===== src/rtl/stdp_pkg.sv =====
package stdp_pkg;
    localparam int LFSR_W = 16;

    function automatic logic [LFSR_W-1:0] lfsr_step(input logic [LFSR_W-1:0] s);
        return {s[LFSR_W-2:0], s[15] ^ s[13] ^ s[12] ^ s[10]};
    endfunction

    function automatic logic [LFSR_W-1:0] lane_seed(input int lane);
        logic [LFSR_W-1:0] mix;
        mix = LFSR_W'(lane) * 16'h0101;
        return 16'hACE1 ^ mix;
    endfunction
endpackage


===== src/rtl/stdp_recency.sv =====
module stdp_recency #(
    parameter int N_IN  = 8,
    parameter int TMR_W = 8
) (
    input  logic             clk,
    input  logic             rst,
    input  logic [N_IN-1:0]  spike_i,
    input  logic [TMR_W-1:0] win_i,
    output logic [N_IN-1:0]  recent_o
);
    typedef struct packed {
        logic [N_IN-1:0][TMR_W-1:0] tmr;
    } rec_state_t;

    rec_state_t st_d, st_q;

    always_comb begin
        st_d = st_q;
        for (int i = 0; i < N_IN; i++) begin
            if (spike_i[i]) begin
                st_d.tmr[i] = win_i;
            end else if (st_q.tmr[i] != '0) begin
                st_d.tmr[i] = st_q.tmr[i] - 1'b1;
            end
        end
    end

    always_ff @(posedge clk) begin
        if (rst) st_q <= '0;
        else     st_q <= st_d;
    end

    generate
        for (genvar g = 0; g < N_IN; g++) begin : g_flag
            assign recent_o[g] = (st_q.tmr[g] != '0);
        end
    endgenerate
endmodule


===== src/rtl/stdp_rand_gate.sv =====
module stdp_rand_gate #(
    parameter int N_IN   = 8,
    parameter int PROB_W = 8
) (
    input  logic              clk,
    input  logic              rst,
    input  logic [PROB_W-1:0] p_pot_i,
    input  logic [PROB_W-1:0] p_dep_i,
    output logic [N_IN-1:0]   pot_ok_o,
    output logic [N_IN-1:0]   dep_ok_o
);
    import stdp_pkg::*;

    generate
        for (genvar g = 0; g < N_IN; g++) begin : g_lane
            localparam logic [LFSR_W-1:0] SEED = lane_seed(g);
            logic [LFSR_W-1:0] lfsr_d, lfsr_q;

            always_comb begin
                lfsr_d = lfsr_step(lfsr_q);
            end

            always_ff @(posedge clk) begin
                if (rst) lfsr_q <= SEED;
                else     lfsr_q <= lfsr_d;
            end

            assign pot_ok_o[g] = (lfsr_q[PROB_W-1:0] < p_pot_i);
            assign dep_ok_o[g] = (lfsr_q[PROB_W-1:0] < p_dep_i);
        end
    endgenerate
endmodule


===== src/rtl/stdp_lif_neuron.sv =====
module stdp_lif_neuron #(
    parameter int N_IN   = 8,
    parameter int MEM_W  = 16,
    parameter int REFR_W = 8
) (
    input  logic              clk,
    input  logic              rst,
    input  logic [N_IN-1:0]   drive_i,
    input  logic [MEM_W-1:0]  leak_i,
    input  logic [MEM_W-1:0]  thresh_i,
    input  logic [REFR_W-1:0] refr_i,
    output logic              fire_o,
    output logic [MEM_W-1:0]  mem_o,
    output logic              refr_busy_o
);
    localparam int CNT_W = $clog2(N_IN + 1);
    localparam logic [MEM_W:0] MEM_MAX = {1'b0, {MEM_W{1'b1}}};

    typedef struct packed {
        logic [MEM_W-1:0]  mem;
        logic [REFR_W-1:0] refr;
        logic              fire;
    } lif_state_t;

    lif_state_t st_d, st_q;
    logic [CNT_W-1:0] cnt;
    logic [MEM_W:0]   acc;
    logic [MEM_W:0]   lvl;

    always_comb begin
        cnt = '0;
        for (int i = 0; i < N_IN; i++) begin
            cnt = cnt + CNT_W'(drive_i[i]);
        end
        acc = {1'b0, st_q.mem} + (MEM_W+1)'(cnt);
        if (acc >= {1'b0, leak_i}) lvl = acc - {1'b0, leak_i};
        else                       lvl = '0;
        if (lvl > MEM_MAX) lvl = MEM_MAX;

        st_d = st_q;
        if (st_q.refr != '0) begin
            st_d.refr = st_q.refr - 1'b1;
            st_d.mem  = '0;
            st_d.fire = 1'b0;
        end else if (lvl >= {1'b0, thresh_i}) begin
            st_d.mem  = '0;
            st_d.refr = refr_i;
            st_d.fire = 1'b1;
        end else begin
            st_d.mem  = lvl[MEM_W-1:0];
            st_d.fire = 1'b0;
        end
    end

    always_ff @(posedge clk) begin
        if (rst) st_q <= '0;
        else     st_q <= st_d;
    end

    assign fire_o      = st_q.fire;
    assign mem_o       = st_q.mem;
    assign refr_busy_o = (st_q.refr != '0);
endmodule


===== src/rtl/stdp_learning_core.sv =====
module stdp_learning_core #(
    parameter int N_IN   = 8,
    parameter int TMR_W  = 8,
    parameter int PROB_W = 8,
    parameter int MEM_W  = 16,
    parameter int REFR_W = 8
) (
    input  logic              clk,
    input  logic              rst,
    input  logic [N_IN-1:0]   in_spike,
    input  logic [TMR_W-1:0]  cfg_win,
    input  logic [PROB_W-1:0] cfg_p_pot,
    input  logic [PROB_W-1:0] cfg_p_dep,
    input  logic [MEM_W-1:0]  cfg_leak,
    input  logic [MEM_W-1:0]  cfg_thresh,
    input  logic [REFR_W-1:0] cfg_refr,
    input  logic              wr_en,
    input  logic [N_IN-1:0]   wr_data,
    output logic [N_IN-1:0]   weight_o,
    output logic [MEM_W-1:0]  membrane_o,
    output logic              fire_o
);
    typedef struct packed {
        logic [N_IN-1:0] weight;
    } core_state_t;

    core_state_t st_d, st_q;
    logic [N_IN-1:0] recent_v;
    logic [N_IN-1:0] pot_ok;
    logic [N_IN-1:0] dep_ok;
    logic            fire;
    logic            refr_busy;

    stdp_recency #(.N_IN(N_IN), .TMR_W(TMR_W)) u_rec (
        .clk      (clk),
        .rst      (rst),
        .spike_i  (in_spike),
        .win_i    (cfg_win),
        .recent_o (recent_v)
    );

    stdp_rand_gate #(.N_IN(N_IN), .PROB_W(PROB_W)) u_rng (
        .clk      (clk),
        .rst      (rst),
        .p_pot_i  (cfg_p_pot),
        .p_dep_i  (cfg_p_dep),
        .pot_ok_o (pot_ok),
        .dep_ok_o (dep_ok)
    );

    stdp_lif_neuron #(.N_IN(N_IN), .MEM_W(MEM_W), .REFR_W(REFR_W)) u_lif (
        .clk         (clk),
        .rst         (rst),
        .drive_i     (in_spike & st_q.weight),
        .leak_i      (cfg_leak),
        .thresh_i    (cfg_thresh),
        .refr_i      (cfg_refr),
        .fire_o      (fire),
        .mem_o       (membrane_o),
        .refr_busy_o (refr_busy)
    );

    always_comb begin
        st_d = st_q;
        if (wr_en) begin
            st_d.weight = wr_data;
        end else if (fire) begin
            for (int i = 0; i < N_IN; i++) begin
                if (recent_v[i] && pot_ok[i])       st_d.weight[i] = 1'b1;
                else if (!recent_v[i] && dep_ok[i]) st_d.weight[i] = 1'b0;
            end
        end
    end

    always_ff @(posedge clk) begin
        if (rst) st_q <= '0;
        else     st_q <= st_d;
    end

    assign weight_o = st_q.weight;
    assign fire_o   = fire;
endmodule


===== config.mk =====
export PLATFORM = sky130hd
export DESIGN_NAME = stdp_learning_core
export DESIGN_NICKNAME = d
export VERILOG_FILES = /design/src/rtl/stdp_pkg.sv /design/src/rtl/stdp_recency.sv /design/src/rtl/stdp_rand_gate.sv /design/src/rtl/stdp_lif_neuron.sv /design/src/rtl/stdp_learning_core.sv
export SDC_FILE = /design/constraint.sdc
export NUM_CORES = 1
export LEC_CHECK = 0
export ABC_AREA = 1
export BUFFER_PORTS_ARGS = -buffer_cell sky130_fd_sc_hd__buf_2
export CAP_MARGIN = 20
export CORE_MARGIN = 3
export CORE_UTILIZATION = 40
export DETAILED_ROUTE_END_ITERATION = 7
export GPL_TIMING_DRIVEN = 0
export PLACE_DENSITY = 0.65
export SLEW_MARGIN = 20
export SYNTH_ARGS = -nofsm -noshare
export SYNTH_HDL_FRONTEND = slang
export SYNTH_SLANG_ARGS = --single-unit

===== constraint.sdc =====
create_clock -name clk -period 18.5 [get_ports clk]
set_input_delay 0.925 -clock clk [delete_from_list [all_inputs] [get_ports clk]]
set_output_delay 0.925 -clock clk [all_outputs]
set_load 0.005 [all_outputs]

==> summary.md <==
| Metric | Value |
|---|---|
| Pin count of the biggest net entering global routing | `15` |
| Clock share of power | `36.8%` |
| CP delay by family, top | `adder cells` |
| Final Max Tran Viols | `0` |
| Static Leak | `7.905 nW` |
| # nets final | `2198` |
| Post-synth top cells | `nand2_1 (440), inv_1 (249), dfxtp_1 (225)` |
| CP required | `18.95 ns` |
| Top-count cell post-synth | `nand2_1` |
| Period utilization | `44.56%` |
| Detailed Routing Iterations Pass 1 | `5` |
| Placed wire-length estimate | `27.07 mm` |
| Crit end category | `register` |
| Fmax | `121.3 MHz` |
| Die height | `189.5 um` |
| Arr. time, crit path | `8.70 ns` |
| DR iter-0 viols | `572` |
| NetSw | `424.5 uW` |
| Vias/cell | `4.866` |
| Switching share of power | `30.78%` |
| Routed WL per cell | `14.87 um` |
| Register area share after synthesis | `33.45%` |
| Antenna Violating Nets Remaining | `0` |
| CTS tree | `done` |
| Post-synth cell types | `48` |
| Kind of critical path | `in2reg` |
| Post-CTS setup repair buffer count | `0` |
| Worst skew pair latency | `0.53 ns` |
| Most frequent CP cell | `nand2_1` |
| I/O Buffers | `96` |
| Crit path max-delay cell type | `fa_1` |
| Synthesized area per cell | `7.374 um2` |
| CTS buffer count | `24` |
| Cell Int Power | `954.8 uW` |
| Clock buffer depth | `3` |
| Layout cell share with drive strength beyond 1 | `13.23%` |
| CTS resizes | `0` |
| Clk sinks | `225` |
| Startpoint Class | `input pin` |
| Total number of yosys warnings | `0` |
| Post-synth EDFFs | `0` |
| Routability cong. | `0.8979` |
| H-tree depth | `1` |
| Worst Hold Path EP | `u_rng.g_lane[4].lfsr_q[10]` |
| Yosys top cell area share | `33.45%` |
| Final hold viol count | `0` |
| Max FO, Critical Path | `10` |
| Global-route wire length before repair | `57.44 mm` |
| Sequential share of power | `40.3%` |
| Final min period | `8.244 ns` |
| Hold path cells | `2` |
| Combinational fraction of design power | `22.9%` |
| Initial Utilization | `40.97%` |
| Cells after Synth | `1826` |
| Ys flop type | `dfxtp_1` |
| Syn Std Cell Area | `13460 um2` |
| Vias in the first global route | `11460` |
| Diodes inserted | `0` |
| Clk root buf | `clkbuf_16` |
| Flops & latches, synth | `225` |
| Row Count | `66` |
| Outcome | `finished, final reports clean` |
| Worst path bufs/invs | `13` |
| Crit Reg-Reg Startpoint | `weight_o[0]` |
| HP Start | `u_rng.g_lane[4].lfsr_q[9]` |
| Slew @ Worst Pin | `0.9235 ns` |
| HP Class | `reg2reg` |
| Die area | `35900 um2` |
| Setup TNS | `0 ns` |
| Reg2reg setup slack | `10.77 ns` |
| Max-cap viol count | `0` |
| Worst path max stage delay | `0.54 ns` |
| Antenna violations before repair | `0` |
| Worst-case reg-to-reg path depth | `44` |
| Via count | `11710` |
| Core area | `32870 um2` |
| # IOs | `108` |
| RSZ-0062 raised after global routing | `false` |
| Peak VDD IR | `0.06488 mV` |
| Clk pin slew, worst setup/hold paths | `0.06 ns` |
| Layout Cells excl Fill | `2407` |
| Asr flop ratio synth | `0%` |
| Synth Net Count | `2076` |
| DP Cell Count | `2364` |
| Total gr overflow | `0` |
| Reg-to-reg endpoint | `u_lif.mem_o[13]` |
| Die width | `189.5 um` |
| Total track usage | `19.66%` |
| Hold bufs inserted after CTS | `0` |
| Layout Skew | `0.01514 ns` |
| Post-Route WL | `35.79 mm` |
| Filler Cells Inserted | `3350` |
| Max_slew headroom | `38.43%` |
| Setup violators final | `0` |
| # DRC | `0` |
| Synth top area cells | `dfxtp_1 (33%), ha_1 (15%), nand2_1 (12%), inv_1 (6.9%), a21oi_1 (4.7%)` |
| Pwr Density | `90.02 nW/um2` |
| Largest area contributor in the netlist | `dfxtp_1` |
| Area Overhead vs Synth | `13.80%` |
==> state kept, by name, indices dropped and copies added (netlist names) <==
register / count
u_rec.st_q: 64
u_lif.mem_o: 16
u_rng.g_lane.lfsr_q: 128
weight_o: 8
u_lif.st_q: 8
u_lif.fire_o: 1
==> through the flow <==
stage / setup WS (ns) / power [mW] / cell area, um2 / hold slack, ns / util (%)
after global routing: 9.683 / 1.461 / 15320 / 0.4217 / 46.62
after global placement: 9.897 / 0.8699 / 14500 / 0.3910 / 44.11
after detailed placement: 9.739 / 0.8799 / 14500 / 0.3934 / 44.11
after floorplan: 11.17 / 0.7979 / 13460 / 0.3883 / -
after CTS: 10.28 / 1.388 / 15320 / 0.4027 / 46.62
final: 10.26 / 1.379 / 15320 / 0.4050 / 46.62
==> power by group through the flow <==
stage               Clock [mW]  Combinational, mW  Sequential [mW]
detailed placement           0              0.314            0.566
floorplan                    0              0.239            0.559
global placement             0              0.305            0.565
global route             0.537              0.363            0.562
CTS                      0.515              0.316            0.556
finish                   0.507              0.316            0.556
==> worst max path at each step <==
stage / from / depth (start not counted) / endpoint
after global placement: in_spike[1] / 46 / u_lif.mem_o[12]
final: in_spike[1] / 46 / u_lif.mem_o[13]
after detailed placement: in_spike[1] / 46 / u_lif.mem_o[13]
after floorplan: in_spike[0] / 43 / u_lif.mem_o[10]
after CTS: in_spike[1] / 46 / u_lif.mem_o[13]
after global routing: in_spike[1] / 46 / u_lif.mem_o[13]
==> layout make-up <==
cell class / count / area, um2 / share of cell area (%)
Buffer: 65 / 344.1 / 2.246
Clock buffer: 31 / 646.9 / 4.222
Tap cell: 442 / 553.0 / 3.609
Clock inverter: 12 / 177.7 / 1.160
Multi-Input combinational cell: 1283 / 7666 / 50.03
Sequential cell: 225 / 4504 / 29.40
Inverter: 253 / 949.7 / 6.198
Timing Repair Buffer: 96 / 480.5 / 3.136
==> worst register-to-register path: cells and delay by family (launching register included) <==
| kind | cells | cell delay, ns |
|---|---|---|
| adders and majority gates | 8 | 2.80 |
| and+or+nand+nor | 21 | 2.48 |
| buffers and inverters | 11 | 1.14 |
| AOI/OAI and AO/OA | 4 | 0.78 |
| DFF | 1 | 0.44 |
==> logic make-up (layout without fill, tap and decap cells) <==
logic type      count (synthesis)  count (layout)  share of synthesized area [%]
fa+ha+maj                     167             167                          15.85
xor+xnor                       84              84                          5.464
simple gates                  815             815                          26.17
compound gates                217             217                          9.451
buf+inv                       318             457                          9.609
flops                         225             225                          33.45
==> layer usage <==
| layer | up-vias | track usage, % | part of all wire [%] |
|---|---|---|---|
| li1 | 6032 | - | - |
| met1 | 5334 | 25.76 | 46 |
| met2 | 276 | 33.79 | 46 |
| met3 | 71 | 2.518 | 5.1 |
| met4 | 0 | 5.943 | 3.2 |
| met5 | - | 0 | 0 |
==> placed cells by master, fill, tap and decap left out, types with 3 or more instances in the layout <==
cell,instances
xor2_1,56
bufinv_16,4
clkbuf_16,24
nor4_1,3
nand2_2,3
o21ai_0,19
nor3_1,20
fa_1,6
nand3b_1,12
xnor2_1,28
buf_6,4
o21a_1,14
nor2_1,168
inv_2,3
buf_4,18
or2_2,67
nor2_2,5
a21oi_1,127
ha_1,161
clkinv_2,5
inv_1,249
a22oi_1,20
a21oi_2,15
a31oi_1,9
nand3_1,72
clkbuf_1,38
nand4_1,14
dfxtp_1,225
nand2_1,440
buf_2,97
buf_1,8
Note: power is estimated with default switching activity, not from simulation.
